[config.mk]
export PLATFORM = sky130hd
export DESIGN_NAME = i2c_stretch_slave
export DESIGN_NICKNAME = d
export VERILOG_FILES = /design/src/rtl/i2cs_pkg.sv /design/src/rtl/i2cs_sync.sv /design/src/rtl/i2cs_cond_det.sv /design/src/rtl/i2cs_engine.sv /design/src/rtl/i2c_stretch_slave.sv
export SDC_FILE = /design/constraint.sdc
export NUM_CORES = 1
export LEC_CHECK = 0
export ABC_AREA = 1
export BUFFER_PORTS_ARGS = -buffer_cell sky130_fd_sc_hd__buf_4
export CORE_ASPECT_RATIO = 1.75
export CORE_MARGIN = 5
export CORE_UTILIZATION = 50
export CTS_BUF_LIST = sky130_fd_sc_hd__clkbuf_4
export CTS_CLUSTER_SIZE = 25
export DETAILED_ROUTE_END_ITERATION = 7
export PLACE_DENSITY = 0.76
export REMOVE_ABC_BUFFERS = 1
export SLEW_MARGIN = 20
export SYNTH_ARGS = -nofsm -noshare
export SYNTH_HDL_FRONTEND = slang
export SYNTH_SLANG_ARGS = --single-unit
[constraint.sdc]
create_clock -name clk -period 1.3 [get_ports clk]
set_input_delay 0.065 -clock clk [delete_from_list [all_inputs] [get_ports clk]]
set_output_delay 0.065 -clock clk [all_outputs]
set_load 0.02 [all_outputs]
[src/rtl/i2cs_pkg.sv]
package i2cs_pkg;

   // Register offsets. Software depends on these values.
   localparam logic [1:0] OFS_CTRL  = 2'd0;
   localparam logic [1:0] OFS_DATA  = 2'd1;
   localparam logic [1:0] OFS_OADDR = 2'd2;

   // Position of each request flag in the status word
   localparam int STAT_RX_BIT    = 0;
   localparam int STAT_TX_BIT    = 1;
   localparam int STAT_FIRST_BIT = 2;

   typedef enum logic [3:0] {
      ST_IDLE,    // no transfer or disabled
      ST_ADDR,    // shifting the address byte
      ST_AACK,    // driving the address ACK
      ST_RX,      // shifting a data byte in
      ST_RXACK,   // driving the data ACK, SCL held while unread
      ST_TXW,     // holding SCL until software supplies a byte
      ST_TX,      // shifting a byte out
      ST_TXACK,   // sampling the master ACK/NACK
      ST_SKIP     // not addressed, wait for START/STOP
   } slv_state_t;

endpackage

[src/rtl/i2cs_sync.sv]
module i2cs_sync #(
   parameter int          STAGES  = 2,
   parameter int          W       = 2,
   parameter logic [W-1:0] RST_VAL = '1
) (
   input  logic         clk,
   input  logic         rst_n,
   input  logic [W-1:0] d,
   output logic [W-1:0] q
);

   logic [W-1:0] chain [STAGES];

   generate
      for (genvar i = 0; i < STAGES; i++) begin : g_stage
         if (i == 0) begin : g_first
            always_ff @(posedge clk) begin
               if (!rst_n) chain[i] <= RST_VAL;
               else        chain[i] <= d;
            end
         end else begin : g_next
            always_ff @(posedge clk) begin
               if (!rst_n) chain[i] <= RST_VAL;
               else        chain[i] <= chain[i-1];
            end
         end
      end
   endgenerate

   assign q = chain[STAGES-1];

endmodule

[src/rtl/i2cs_cond_det.sv]
module i2cs_cond_det (
   input  logic clk,
   input  logic rst_n,
   input  logic scl_s,
   input  logic sda_s,
   output logic scl_rise,
   output logic scl_fall,
   output logic bus_start,
   output logic bus_stop
);

   logic scl_q, sda_q;

   always_ff @(posedge clk) begin
      if (!rst_n) begin
         scl_q <= 1'b1;
         sda_q <= 1'b1;
      end else begin
         scl_q <= scl_s;
         sda_q <= sda_s;
      end
   end

   assign scl_rise  =  scl_s & ~scl_q;
   assign scl_fall  = ~scl_s &  scl_q;
   // SDA moving while SCL stays high marks a bus condition
   assign bus_start =  scl_s &  scl_q &  sda_q & ~sda_s;
   assign bus_stop  =  scl_s &  scl_q & ~sda_q &  sda_s;

endmodule

[src/rtl/i2cs_engine.sv]
module i2cs_engine
   import i2cs_pkg::*;
#(
   parameter int ADDR_W = 7
) (
   input  logic                clk,
   input  logic                rst_n,
   input  logic                active,
   input  logic [ADDR_W-1:0]   own_addr,
   input  logic                sda_s,
   input  logic                scl_rise,
   input  logic                scl_fall,
   input  logic                bus_start,
   input  logic                bus_stop,
   input  logic                rd_data,
   input  logic                wr_data,
   input  logic [ADDR_W:0]     tx_byte,
   output logic [ADDR_W:0]     rx_byte,
   output logic                rreq,
   output logic                treq,
   output logic                fbr,
   output logic                scl_oe,
   output logic                sda_oe
);

   localparam int BYTE_W = ADDR_W + 1;
   localparam int CNT_W  = $clog2(BYTE_W + 1);
   localparam logic [CNT_W-1:0] FULL = CNT_W'(BYTE_W);

   slv_state_t        state;
   logic [BYTE_W-1:0] sreg;
   logic [BYTE_W-1:0] tsreg;
   logic [CNT_W-1:0]  bitcnt;
   logic              rw_q;
   logic              first_q;
   logic              nack_q;

   always_ff @(posedge clk) begin
      if (!rst_n) begin
         state   <= ST_IDLE;
         sreg    <= '0;
         tsreg   <= '0;
         bitcnt  <= '0;
         rw_q    <= 1'b0;
         first_q <= 1'b0;
         nack_q  <= 1'b0;
         rx_byte <= '0;
         rreq    <= 1'b0;
         treq    <= 1'b0;
         fbr     <= 1'b0;
         sda_oe  <= 1'b0;
      end else if (!active) begin
         state   <= ST_IDLE;
         bitcnt  <= '0;
         first_q <= 1'b0;
         rreq    <= 1'b0;
         treq    <= 1'b0;
         fbr     <= 1'b0;
         sda_oe  <= 1'b0;
      end else begin
         if (rd_data && rreq) begin
            rreq <= 1'b0;
            fbr  <= 1'b0;
         end
         if (bus_start) begin
            state   <= ST_ADDR;
            bitcnt  <= '0;
            first_q <= 1'b1;
            sda_oe  <= 1'b0;
         end else if (bus_stop) begin
            state  <= ST_IDLE;
            sda_oe <= 1'b0;
         end else begin
            case (state)
               ST_ADDR: begin
                  if (scl_rise) begin
                     sreg   <= {sreg[BYTE_W-2:0], sda_s};
                     bitcnt <= bitcnt + 1'b1;
                  end else if (scl_fall && bitcnt == FULL) begin
                     bitcnt <= '0;
                     if (sreg[BYTE_W-1:1] == own_addr) begin
                        sda_oe <= 1'b1;
                        rw_q   <= sreg[0];
                        state  <= ST_AACK;
                     end else begin
                        state <= ST_SKIP;
                     end
                  end
               end
               ST_AACK: begin
                  if (scl_fall) begin
                     sda_oe <= 1'b0;
                     if (rw_q) begin
                        treq  <= 1'b1;
                        state <= ST_TXW;
                     end else begin
                        state <= ST_RX;
                     end
                  end
               end
               ST_RX: begin
                  if (scl_rise) begin
                     sreg   <= {sreg[BYTE_W-2:0], sda_s};
                     bitcnt <= bitcnt + 1'b1;
                  end else if (scl_fall && bitcnt == FULL) begin
                     bitcnt  <= '0;
                     rx_byte <= sreg;
                     rreq    <= 1'b1;
                     fbr     <= first_q;
                     first_q <= 1'b0;
                     sda_oe  <= 1'b1;
                     state   <= ST_RXACK;
                  end
               end
               ST_RXACK: begin
                  if (scl_fall) begin
                     sda_oe <= 1'b0;
                     state  <= ST_RX;
                  end
               end
               ST_TXW: begin
                  if (wr_data) begin
                     tsreg  <= tx_byte;
                     sda_oe <= ~tx_byte[BYTE_W-1];
                     treq   <= 1'b0;
                     bitcnt <= '0;
                     state  <= ST_TX;
                  end
               end
               ST_TX: begin
                  if (scl_rise) begin
                     bitcnt <= bitcnt + 1'b1;
                  end else if (scl_fall) begin
                     if (bitcnt == FULL) begin
                        sda_oe <= 1'b0;
                        state  <= ST_TXACK;
                     end else begin
                        tsreg  <= {tsreg[BYTE_W-2:0], 1'b0};
                        sda_oe <= ~tsreg[BYTE_W-2];
                     end
                  end
               end
               ST_TXACK: begin
                  if (scl_rise) begin
                     nack_q <= sda_s;
                  end else if (scl_fall) begin
                     if (!nack_q) begin
                        treq  <= 1'b1;
                        state <= ST_TXW;
                     end else begin
                        state <= ST_SKIP;
                     end
                  end
               end
               default: ;
            endcase
         end
      end
   end

   // Hold SCL low while a byte waits on software in either direction
   assign scl_oe = (state == ST_RXACK && rreq) || (state == ST_TXW);

   AST_RX_STRETCH: assert property (@(posedge clk) disable iff (!rst_n)
      rreq |-> scl_oe) else $error("SCL not held with receive pending");
   AST_RD_CLEARS_RREQ: assert property (@(posedge clk) disable iff (!rst_n)
      (rd_data && rreq) |=> !rreq) else $error("read did not clear rreq");
   AST_TX_STRETCH: assert property (@(posedge clk) disable iff (!rst_n)
      treq |-> scl_oe) else $error("SCL not held with transmit pending");
   AST_WR_CLEARS_TREQ: assert property (@(posedge clk) disable iff (!rst_n)
      (wr_data && treq) |=> !treq) else $error("write did not clear treq");
   AST_FBR_NEEDS_RREQ: assert property (@(posedge clk) disable iff (!rst_n)
      fbr |-> rreq) else $error("first-byte flag without receive request");
   AST_NO_FBR_IN_TX: assert property (@(posedge clk) disable iff (!rst_n)
      treq |-> !fbr) else $error("first-byte flag during transmit");
   AST_OFF_RELEASES: assert property (@(posedge clk) disable iff (!rst_n)
      !active |=> (!scl_oe && !sda_oe && !rreq && !treq)) else $error("disabled slave still busy");

endmodule

[src/rtl/i2c_stretch_slave.sv]
module i2c_stretch_slave
   import i2cs_pkg::*;
#(
   parameter int          REG_DW       = 32,
   parameter int          ADDR_W       = 7,
   parameter int          SYNC_STAGES  = 2,
   parameter logic [6:0]  OWN_ADDR_RST = 7'h2A
) (
   input  logic              clk,
   input  logic              rst_n,
   input  logic              reg_wr,
   input  logic              reg_rd,
   input  logic [1:0]        reg_addr,
   input  logic [REG_DW-1:0] reg_wdata,
   output logic [REG_DW-1:0] reg_rdata,
   input  logic              scl_i,
   input  logic              sda_i,
   output logic              scl_oe,
   output logic              sda_oe
);

   localparam int BYTE_W = ADDR_W + 1;

   generate
      if (SYNC_STAGES < 2) begin : g_chk_sync
         $error("SYNC_STAGES must be at least 2");
      end
      if (ADDR_W != 7) begin : g_chk_addr
         $error("only 7-bit addressing is supported");
      end
      if (REG_DW <= BYTE_W) begin : g_chk_dw
         $error("REG_DW must exceed the byte width");
      end
   endgenerate

   logic              active;
   logic [ADDR_W-1:0] own_addr;
   logic [1:0]        line_s;
   logic              scl_rise, scl_fall, bus_start, bus_stop;
   logic              rd_data, wr_data;
   logic [BYTE_W-1:0] rx_byte;
   logic              rreq, treq, fbr;
   logic              unused_wdata_hi;

   assign unused_wdata_hi = ^reg_wdata[REG_DW-1:BYTE_W];

   always_ff @(posedge clk) begin
      if (!rst_n) begin
         active   <= 1'b0;
         own_addr <= ADDR_W'(OWN_ADDR_RST);
      end else if (reg_wr) begin
         if (reg_addr == OFS_CTRL)  active   <= reg_wdata[0];
         if (reg_addr == OFS_OADDR) own_addr <= reg_wdata[ADDR_W-1:0];
      end
   end

   assign rd_data = reg_rd && (reg_addr == OFS_DATA);
   assign wr_data = reg_wr && (reg_addr == OFS_DATA);

   always_comb begin
      reg_rdata = '0;
      case (reg_addr)
         OFS_CTRL: begin
            reg_rdata[STAT_RX_BIT]    = rreq;
            reg_rdata[STAT_TX_BIT]    = treq;
            reg_rdata[STAT_FIRST_BIT] = fbr;
         end
         OFS_DATA:  reg_rdata[BYTE_W-1:0] = rx_byte;
         OFS_OADDR: reg_rdata[ADDR_W-1:0] = own_addr;
         default: ;
      endcase
   end

   i2cs_sync #(.STAGES(SYNC_STAGES), .W(2), .RST_VAL(2'b11)) u_sync (
      .clk   (clk),
      .rst_n (rst_n),
      .d     ({scl_i, sda_i}),
      .q     (line_s)
   );

   i2cs_cond_det u_cond (
      .clk       (clk),
      .rst_n     (rst_n),
      .scl_s     (line_s[1]),
      .sda_s     (line_s[0]),
      .scl_rise  (scl_rise),
      .scl_fall  (scl_fall),
      .bus_start (bus_start),
      .bus_stop  (bus_stop)
   );

   i2cs_engine #(.ADDR_W(ADDR_W)) u_eng (
      .clk       (clk),
      .rst_n     (rst_n),
      .active    (active),
      .own_addr  (own_addr),
      .sda_s     (line_s[0]),
      .scl_rise  (scl_rise),
      .scl_fall  (scl_fall),
      .bus_start (bus_start),
      .bus_stop  (bus_stop),
      .rd_data   (rd_data),
      .wr_data   (wr_data),
      .tx_byte   (reg_wdata[BYTE_W-1:0]),
      .rx_byte   (rx_byte),
      .rreq      (rreq),
      .treq      (treq),
      .fbr       (fbr),
      .scl_oe    (scl_oe),
      .sda_oe    (sda_oe)
   );

endmodule

==> impl_metrics.csv, run 1 <==
group,metric,value,unit
die,die_x,68.4,um
setup_path,cpPeakStageDelay,0.39,ns
setup_path,critPathCaptureType,"primary output",
yosys,synth_edf_count,0,
place,place_ws,-0.267,ns
route,antenna_left,0,
route,drc,0,
clock_tree,cts_buffers,5,
clock_tree,path_clk_slew,0.15,ns
yosys,synth.distinct_cells,32,
yosys,netlist_top_cells_count,"nand2_1, inv_1, dfxtp_1, nor2_1, o21ai_0",
setup_path,slowest_stage,"dfxtp_4",
flow_run,cap_violations,0,
setup_path,r2r_slack,-0.23,ns
finish,layout-drive-gt1-share,0.424,
place,finalWeightedCongestion,0.946,
yosys,synthFlopType,"dfxtp_1",
setup_path,cp_cell_sequence,"inv_2 -> nor2_4 -> buf_4 -> nand2_4 -> buf_6 -> o21ai_2 -> buf_6",
timing,hold_violations,0,
grt,grt_pass1_vias,3200,
status,violations,"negative setup slack",
place,dp_hpwl,6160,um
yosys,avgSynthCellArea,6.66,um^2
yosys,ys_seq_area_frac,0.349,
grt,grt_usage,0.235,
yosys,synth_largest_area_cell,"dfxtp_1",
grt,antenna_found_initial,0,
grt,grt_max_degree,17,
route,firstDrtPassIters,4,
setup_path,worstSetupStartpointType,"register",
finish,diodes,0,
route,viasPerCell,5.12,
setup_path,critPathBufInv,4,
setup_path,cp_common_cell,"buf_6",
route,drtIter0Drc,206,
clock_tree,clkLatencyLatePin,0.38,ns
die,core_area,0.00583,mm^2
yosys,yosys_register_bits,52,
timing,max_freq,642,MHz
timing,timing.final.crit_share,1.20,
timing,fin_crit,1.56,ns
clock_tree,htree_levels,2,
power,leakagePower,2.15,nW
grt,grt_overflow_total,0,
yosys,async_reset_ff_frac,0,
die,die_h,112,um
setup_path,cp_num_cells,7,
route,wl_per_cell,14.5,um
timing,final.setup_skew,0.00618,ns
setup_path,arrival,1.49,ns
timing,worst_slack,-0.258,ns
die,top_level_ports,74,
die,initial_utilization,0.512,
die,dieArea,0.00768,mm^2
yosys,synth_top_area_frac,0.349,
route,totalWireLength,9290,um
setup_path,rr_startpoint,"u_eng.state[2]$_SDFFE_PP0P_",
worst_hold_path,hold_depth,3,
yosys,syn_inst,448,
setup_path,crit_path_max_fanout,3,
clock_tree,clock_sink_count,52,
finish,final_nets,607,
power,powerDensity,710,mW/mm^2
timing,rsz0062_at_grt,"yes",
timing,fin_setup_tns,-5.22,ns
clock_tree,cts_buffer_depth,2,
setup_path,crit_required,1.24,ns
power,ir_drop,0.000659,V
finish,syn2layout_area_growth,49.0,%
setup_path,reg2reg_to,"u_eng.sda_oe$_SDFFE_PP0P_",
yosys,yosysMostFrequentCell,"nand2_1",
setup_path,critPathLaunch,"u_eng.state[2]$_SDFFE_PP0P_",
setup_path,critPathTopFamily,"buffers and inverters",
die,core.rowCount,37,
worst_hold_path,min_path_type,"input pin to register",
route,vias,3269,
setup_path,endpoint,"scl_oe",
grt,grt_pass1_wl,14000,um
yosys,syn-cell-area,0.00299,mm^2
timing,finalSetupViolCount,36,
clock_tree,cts_tree,"built",
clock_tree,cts_root_buf,"clkbuf_4",
timing,slew_violations,0,
setup_path,path_class,"register to primary output",
yosys,synth.area.top_cells,"dfxtp_1, nand2_1, inv_1",
yosys,synth_warnings,0,
place,portBuffers,25,
status,status,"finished, violations left",
setup_path,reg2reg_depth,11,
[metal layers]
layer | routed length (um) | global-route usage | up-vias
li1 | - | - | 1588
met1 | 3160 | 0.229 | 1505
met2 | 5120 | 0.431 | 126
met3 | 372 | 0.0350 | 50
met4 | 630 | 0.147 | 0
met5 | 0 | 0 | -
[where the power goes]
part	internal [W]	total [W]	switching [W]	leakage, nW
logic	0.000168	0.000413	0.000245	1.67
registers	0.00161	0.00163	0.0000201	0.425
clock network	0.000589	0.00111	0.000524	0.0513
[through the flow]
step | utilization | cell area (um^2) | instances | power [W] | hold slack [ns]
global placement | 0.616 | 3590 | 603 | 0.00200 | 0.253
floorplan | - | 2840 | 438 | 0.00185 | 0.134
CTS | 0.717 | 4180 | 635 | 0.00313 | 0.00875
finish | 0.763 | 4450 | 639 | 0.00316 | 0.00783
global route | 0.763 | 4450 | 639 | 0.00328 | 0.0462
detailed placement | 0.616 | 3590 | 603 | 0.00200 | 0.260
[logic make-up (layout without fill, tap and decap cells)]
logic type               Yosys count  count (layout)  synth area share
XOR/XNOR                           6               6            0.0176
AND/OR/NAND/NOR                  211             212             0.315
adder cells (fa/ha/maj)            6               6            0.0251
buffers and inverters             92             181             0.151
flip-flops                        52              52             0.349
other                              1              24           0.00126
AO/OA/AOI/OAI                     80              80             0.141
[registers in the layout (all words and copies together), names as in the netlist, 4 cells and up]
register and count:
own_addr 7, u_sync.chain 4, u_eng.state 4, u_eng.tsreg 7, u_eng.sreg 8, u_eng.bitcnt 4, u_eng.rx_byte 8
[placed cells by master (no fill, tap or decap), types with 2 or more instances in the layout]
cell / Yosys / final
ha_1: 6 / 5
nand3_4: 2 / 4
bufinv_16: 0 / 2
o21ai_2: 1 / 18
o21ai_0: 39 / 17
xnor2_1: 3 / 3
nor3_4: 0 / 3
xor2_1: 3 / 3
nor2_1: 49 / 39
nand2_4: 0 / 9
dfxtp_1: 52 / 37
a21oi_2: 2 / 15
inv_1: 54 / 46
nand4_1: 2 / 2
nand2_2: 5 / 15
conb_1: 1 / 24
or2_2: 4 / 4
inv_4: 0 / 2
nor2_2: 4 / 8
dfxtp_2: 0 / 12
inv_2: 5 / 10
a21oi_1: 33 / 19
clkbuf_4: 0 / 5
dlygate4sd3_1: 0 / 11
nand2_1: 116 / 97
nand3_1: 20 / 11
nand3_2: 2 / 9
buf_4: 26 / 82
o21ai_1: 1 / 6
dfxtp_4: 0 / 3
nor2_4: 2 / 8
buf_6: 1 / 22
[repair_timing]
item / in CTS / in global routing
hold endpoints to repair: 18 / 0
gates resized for setup: 98 / 76
buffers inserted: 13 / 4
gates cloned: 1 / 1
setup endpoints to repair: 41 / 45
pin swaps: 22 / 31
hold buffers: 11 / 0
[layout make-up]
class / instances / area (um^2)
Timing Repair Buffer: 115 / 973
Clock inverter: 2 / 60.1
Fill cell: 407 / 1390
Sequential cell: 52 / 1070
Clock buffer: 5 / 37.5
Inverter: 59 / 234
Multi-Input combinational cell: 328 / 1980
Tap cell: 78 / 97.6
[worst min path at each step]
stage          startpoint                       endpoint  slack, ns
2_1_floorplan       rst_n        u_cond.scl_q$_SDFF_PN1_       0.13
3_3_place_gp        sda_i  u_sync.chain[0][0]$_SDFF_PN1_       0.25
3_5_place_dp        scl_i  u_sync.chain[0][1]$_SDFF_PN1_       0.26
4_1_cts            reg_wr            active$_SDFFE_PN0P_      0.009
5_1_grt            reg_wr            active$_SDFFE_PN0P_       0.05
6_report           reg_wr            active$_SDFFE_PN0P_      0.008
[tightest hold or removal path, cell delays in order]
cell	delay (ns)
buf_4	0.12
nand2_1	0.11
a21oi_1	0.08
(Power assumes the default switching activity.)
==> run 2: changes to the inputs <==
--- a/config.mk
+++ b/config.mk
@@ -14,7 +14,6 @@
 export CTS_CLUSTER_SIZE = 25
 export DETAILED_ROUTE_END_ITERATION = 7
 export PLACE_DENSITY = 0.76
-export REMOVE_ABC_BUFFERS = 1
 export SLEW_MARGIN = 20
 export SYNTH_ARGS = -nofsm -noshare
 export SYNTH_HDL_FRONTEND = slang
==> run 2 against run 1 <==
  * The flow still finishes with violations (negative setup slack)
  * Fmax decreased by 2.8%
  * First-iteration DRC count grew 30%
  * Clock-buffer cell count unchanged
  * Global-route usage rose by 1.5 points
  * Critical path type is now register to register
  * Critical endpoint is now u_eng.sda_oe$_SDFFE_PP0P_
==> impl_metrics.csv, run 2 (synthesis gave the netlist of run 1 again) <==
group,metric,value,unit
finish,syn2layout_area_growth,54.4,%
clock_tree,clock_sink_count,52,
die,die_h,112,um
worst_hold_path,hold_end,"u_eng.sda_oe$_SDFFE_PP0P_",
place,finalWeightedCongestion,0.980,
grt,grt_use_met3,0.0440,
die,initial_utilization,0.512,
die,die_x,68.4,um
worst_hold_path,hold_depth,6,
clock_tree,cts_tree,"built",
die,top_level_ports,74,
timing,max_freq,624,MHz
grt,grt_pass1_vias,3278,
status,violations,"negative setup slack",
place,portBuffers,25,
timing,fin_crit,1.60,ns
clock_tree,cts_root_buf,"clkbuf_4",
setup_path,arrival,1.91,ns
timing,rsz0062_at_grt,"yes",
timing,timing.final.crit_share,1.23,
place,dp_cells,604,
setup_path,rr_startpoint,"u_eng.state[2]$_SDFFE_PP0P_",
clock_tree,cts_buffer_depth,2,
die,core_area,0.00583,mm^2
clock_tree,cts_buffers,5,
worst_hold_path,min_path_type,"input pin to register",
route,viasPerCell,5.36,
finish,final_util,0.790,
flow_run,cap_violations,0,
clock_tree,clkLatencyLatePin,0.39,ns
setup_path,reg2reg_depth,10,
die,dieArea,0.00768,mm^2
timing,hold_violations,0,
grt,met1_usage,0.245,
route,drtIter0Drc,267,
setup_path,r2r_slack,-0.30,ns
place,dp_hpwl,6300,um
clock_tree,htree_levels,2,
grt,antenna_found_initial,0,
route,wl_per_cell,15.9,um
setup_path,worstSetupStartpointType,"register",
timing,final.setup_skew,0.0132,ns
setup_path,crit_path_max_fanout,4,
setup_path,crit_required,1.61,ns
setup_path,reg2reg_to,"u_eng.sda_oe$_SDFFE_PP0P_",
grt,grt_overflow_total,0,
finish,largestRegisters,"u_eng.rx_byte (8), u_eng.sreg (8)",
finish,final_common_cell,"nand2_1",
place,place_ws,-0.214,ns
worst_hold_path,timing.hold.worst.start,"reg_wdata[7]",
power,leakagePower,2.15,nW
power,powerDensity,651,mW/mm^2
grt,grt_usage,0.250,
status,status,"finished, violations left",
route,vias,3436,
grt,grt.busiest_layer,"met2",
finish,diodes,0,
clock_tree,path_clk_slew,0.16,ns
finish,final_cell_mix,"nand2_1, buf_4, inv_1, dfxtp_1, nor2_1",
setup_path,path_class,"register to register",
route,antenna_left,0,
grt,grt_max_degree,35,
power,ir_drop,0.000769,V
timing,slew_violations,0,
timing,finalSetupViolCount,39,
finish,instances_no_fill,641,
route,firstDrtPassIters,5,
die,core.rowCount,37,
setup_path,critPathCaptureType,"register",
finish,layout-drive-gt1-share,0.469,
route,totalWireLength,10200,um
finish,final_nets,608,
grt,grt_pass1_wl,14700,um
route,drc,0,
timing,worst_slack,-0.303,ns
grt,grtUsageMet2,0.440,
==> run 2: changes by cell type in the layout (fill, tap and decap cells not counted), sizes merged <==
cell         delta
clkinv          +2
bufinv          -1
dlygate4sd3     +1
==> run 2: critical path, cell delays in order (launching register included) <==
cell and delay [ns]:
dfxtp_2 0.38, inv_2 0.06, nor2_4 0.15, buf_4 0.16, nand2_2 0.08, o21ai_1 0.15
nand3_1 0.13, nor2_1 0.17, nand3_1 0.11, nand2_1 0.08, nor2_1 0.04
==> run 2: timing repair <==
action | 4_1_cts | 5_1_grt
pin swaps | 21 | 36
gates cloned | 2 | 0
endpoints found under the setup margin | 42 | 45
hold buffers | 12 | 0
hold endpoints to repair | 14 | 0
setup buffers | 14 | 6
gates resized for setup | 102 | 106
==> run 2: routing by layer <==
metal	part of all wire	up-vias	routed length, um
met5	0	-	0
met4	0.086	0	876
met3	0.053	68	538
met2	0.53	184	5400
met1	0.33	1590	3370
li1	-	1594	-
==> run 2: report_power, final <==
group	total [W]	internal [W]	switching, W
Clock	0.000928	0.000394	0.000535
Sequential	0.00163	0.00161	0.0000217
Combinational	0.000441	0.000178	0.000263
Total	0.00300	0.00218	0.000820
==> run 2: metrics by stage <==
step | hold slack, ns | total power, W | instance area, um^2 | setup TNS, ns
final | 0.203 | 0.00300 | 4610 | -6.59
after global routing | 0.177 | 0.00311 | 4610 | -9.90
after CTS | 0.113 | 0.00295 | 4220 | -3.87
after detailed placement | 0.258 | 0.00200 | 3640 | -5.64
after global placement | 0.254 | 0.00200 | 3640 | -5.68
after floorplan | 0.172 | 0.00191 | 3100 | -0.494
==> run 2: worst max-delay path by stage <==
stage / end / from / cells after the start / slack (ns)
after global routing: u_eng.sda_oe$_SDFFE_PP0P_ / u_eng.state[2]$_SDFFE_PP0P_ / 10 / -0.38
after CTS: scl_oe / u_eng.state[3]$_SDFFE_PP0P_ / 6 / -0.19
after detailed placement: u_eng.rx_byte[5]$_SDFFE_PN0P_ / u_eng.bitcnt[1]$_SDFFE_PP0P_ / 9 / -0.21
final: u_eng.sda_oe$_SDFFE_PP0P_ / u_eng.state[2]$_SDFFE_PP0P_ / 10 / -0.30
after floorplan: u_eng.sda_oe$_SDFFE_PP0P_ / u_eng.state[2]$_SDFFE_PP0P_ / 10 / -0.05
after global placement: u_eng.bitcnt[1]$_SDFFE_PP0P_ / u_eng.state[3]$_SDFFE_PP0P_ / 10 / -0.22
==> run 2: final cells by class <==
class | instances | area (um^2)
inverters | 59 | 229
clock inverters | 3 | 37.5
clock buffers | 5 | 37.5
flip-flops and latches | 52 | 1070
multi-input cells | 328 | 2120
repair buffers | 116 | 1020
fillers | 376 | 1220
well taps | 78 | 97.6
==> run 3: changes to the inputs <==
--- a/config.mk
+++ b/config.mk
@@ -13,6 +13,7 @@
 export CTS_BUF_LIST = sky130_fd_sc_hd__clkbuf_4
 export CTS_CLUSTER_SIZE = 25
 export DETAILED_ROUTE_END_ITERATION = 7
+export MAX_ROUTING_LAYER = met4
 export PLACE_DENSITY = 0.76
 export SLEW_MARGIN = 20
 export SYNTH_ARGS = -nofsm -noshare
==> run 3 against run 2 <==
  * The run still ends with negative setup slack left
  * Fmax rose by 0.66%
  * Clock skew hardly changed
  * Total power is 0.56% lower
  * Global-route usage is 0.52 points lower
  * Wire length decreased by 11%
  * Core utilization is 4.2 points lower
  * Critical path depth is 4 lower
  * Largest power group unchanged
==> impl_metrics.csv, run 3 (synthesis gave the netlist of run 1 again) <==
group,metric,value,unit
status,status,"finished, violations left",
status,violations,"negative setup slack",
route,viasPerCell,5.15,
route,wl_per_cell,14.4,um
power,power_frac_seq,0.547,
clock_tree,cts_buffer_depth,2,
finish,layout-drive-gt1-share,0.424,
clock_tree,htree_levels,2,
power,switching_share,0.264,
route,totalWireLength,9040,um
finish,instances_no_fill,627,
route,drc,0,
setup_path,path_class,"register to primary output",
route,vias,3231,
finish,final_nets,594,
power,p_comb_frac,0.137,
grt,grt_pass1_vias,3171,
timing,fin_crit,1.59,ns
die,initial_utilization,0.512,
grt,grt_usage,0.244,
power,p_sw,0.000788,W
place,finalWeightedCongestion,0.977,
power,internal-power,0.00220,W
die,dieArea,0.00768,mm^2
clock_tree,clkLatencyLatePin,0.39,ns
timing,slew_violations,0,
finish,final_common_cell,"nand2_1",
power,ir_drop,0.00110,V
clock_tree,clock_sink_count,52,
setup_path,crit_required,1.24,ns
die,core.rowCount,37,
finish,diodes,0,
clock_tree,path_clk_slew,0.14,ns
grt,grt_pass1_wl,14000,um
timing,rsz0062_at_grt,"yes",
die,top_level_ports,74,
route,drtIter0Drc,189,
die,die_x,68.4,um
setup_path,critPathCaptureType,"primary output",
route,antenna_left,0,
grt,grt_max_degree,35,
finish,final_cell_mix,"nand2_1, buf_4, inv_1, nor2_1, dfxtp_1",
setup_path,arrival,1.53,ns
place,place_ws,-0.265,ns
place,dp_hpwl,6230,um
timing,finalSetupViolCount,38,
route,firstDrtPassIters,7,
finish,design_area,0.00437,mm^2
timing,worst_slack,-0.293,ns
power,leakagePower,2.03,nW
die,core_area,0.00583,mm^2
clock_tree,cts_buffers,5,
die,die_h,112,um
timing,hold_violations,0,
place,place_area,0.00358,mm^2
setup_path,crit_path_max_fanout,6,
power,clock_power_share,0.316,
grt,antenna_found_initial,0,
finish,n_fill_cell,422,
timing,timing.final.crit_share,1.23,
grt,grt_overflow_total,0,
clock_tree,cts_tree,"built",
timing,fin_hold_ws,0.0102,ns
timing,final.setup_skew,0.0127,ns
finish,largestRegisters,"u_eng.rx_byte (8), u_eng.sreg (8)",
timing,max_freq,628,MHz
clock_tree,cts_root_buf,"clkbuf_4",
finish,regArea,0.00107,mm^2
place,portBuffers,25,
worst_hold_path,min_path_type,"input pin to register",
setup_path,r2r_slack,-0.25,ns
place,dp_cells,598,
flow_run,cap_violations,0,
setup_path,worstSetupStartpointType,"register",
finish,syn2layout_area_growth,46.2,%
power,powerDensity,684,mW/mm^2
finish,multiInputGateArea,0.00201,mm^2
[run 3: cell types whose count changed in the layout (fill, tap and decap cells not counted), sizes merged]
cell,delta
buf,-13
clkbuf,+1
dlygate4sd3,-1
inv,-1
[run 3: critical path, stage by stage, from the launching register on]
cell and delay (ns):
dfxtp_2 0.37, buf_4 0.15, nor2_4 0.19, nand2_4 0.11, buf_6 0.14, o21ai_2 0.06
buf_6 0.13
[run 3: final timing paths]
kind	start	endpoint	cells after the start
worst max-delay path	u_eng.state[1]$_SDFFE_PP0P_	scl_oe	6
worst min-delay path	reg_wr	active$_SDFFE_PN0P_	3
worst max register to register	u_eng.state[2]$_SDFFE_PP0P_	u_eng.tsreg[3]$_SDFFE_PN0P_	10
worst min register to register	u_sync.chain[0][1]$_SDFF_PN1_	u_sync.chain[1][1]$_SDFF_PN1_	1
[run 3: power by group through the flow]
stage	logic [W]	clock network [W]	registers, W
floorplan	0.000250	0	0.00166
global placement	0.000322	0	0.00167
detailed placement	0.000325	0	0.00167
CTS	0.000378	0.000964	0.00163
global route	0.000441	0.00104	0.00164
finish	0.000409	0.000943	0.00163
[run 3: layout make-up]
cell class	count	area share
Timing Repair Buffer	102	0.201
Tap cell	78	0.0224
Sequential cell	52	0.244
Clock inverter	2	0.00803
Multi-Input combinational cell	328	0.461
Inverter	59	0.0525
Clock buffer	6	0.0103
[run 3: metrics by stage]
| step | util | TNS (ns) | total power (W) |
|---|---|---|---|
| after detailed placement | 0.615 | -6.28 | 0.00199 |
| final | 0.748 | -6.36 | 0.00299 |
| after CTS | 0.707 | -5.41 | 0.00297 |
| after global routing | 0.748 | -9.59 | 0.00312 |
| after global placement | 0.615 | -6.22 | 0.00199 |
| after floorplan | - | -0.494 | 0.00191 |
[run 3: routing by layer]
| layer | part of all wire | track usage |
|---|---|---|
| met5 | 0 | - |
| met4 | 0.065 | 0.143 |
| met3 | 0.048 | 0.0380 |
| met2 | 0.54 | 0.424 |
| met1 | 0.35 | 0.244 |
[run 3: what timing repair did]
| action | in CTS | in global routing |
|---|---|---|
| resized for setup | 106 | 64 |
| gates cloned | 2 | 0 |
| hold buffers | 11 | 0 |
| pin swaps | 22 | 18 |
| setup buffers | 5 | 4 |
| setup endpoints to repair | 40 | 45 |
| endpoints found under the hold margin | 12 | 0 |
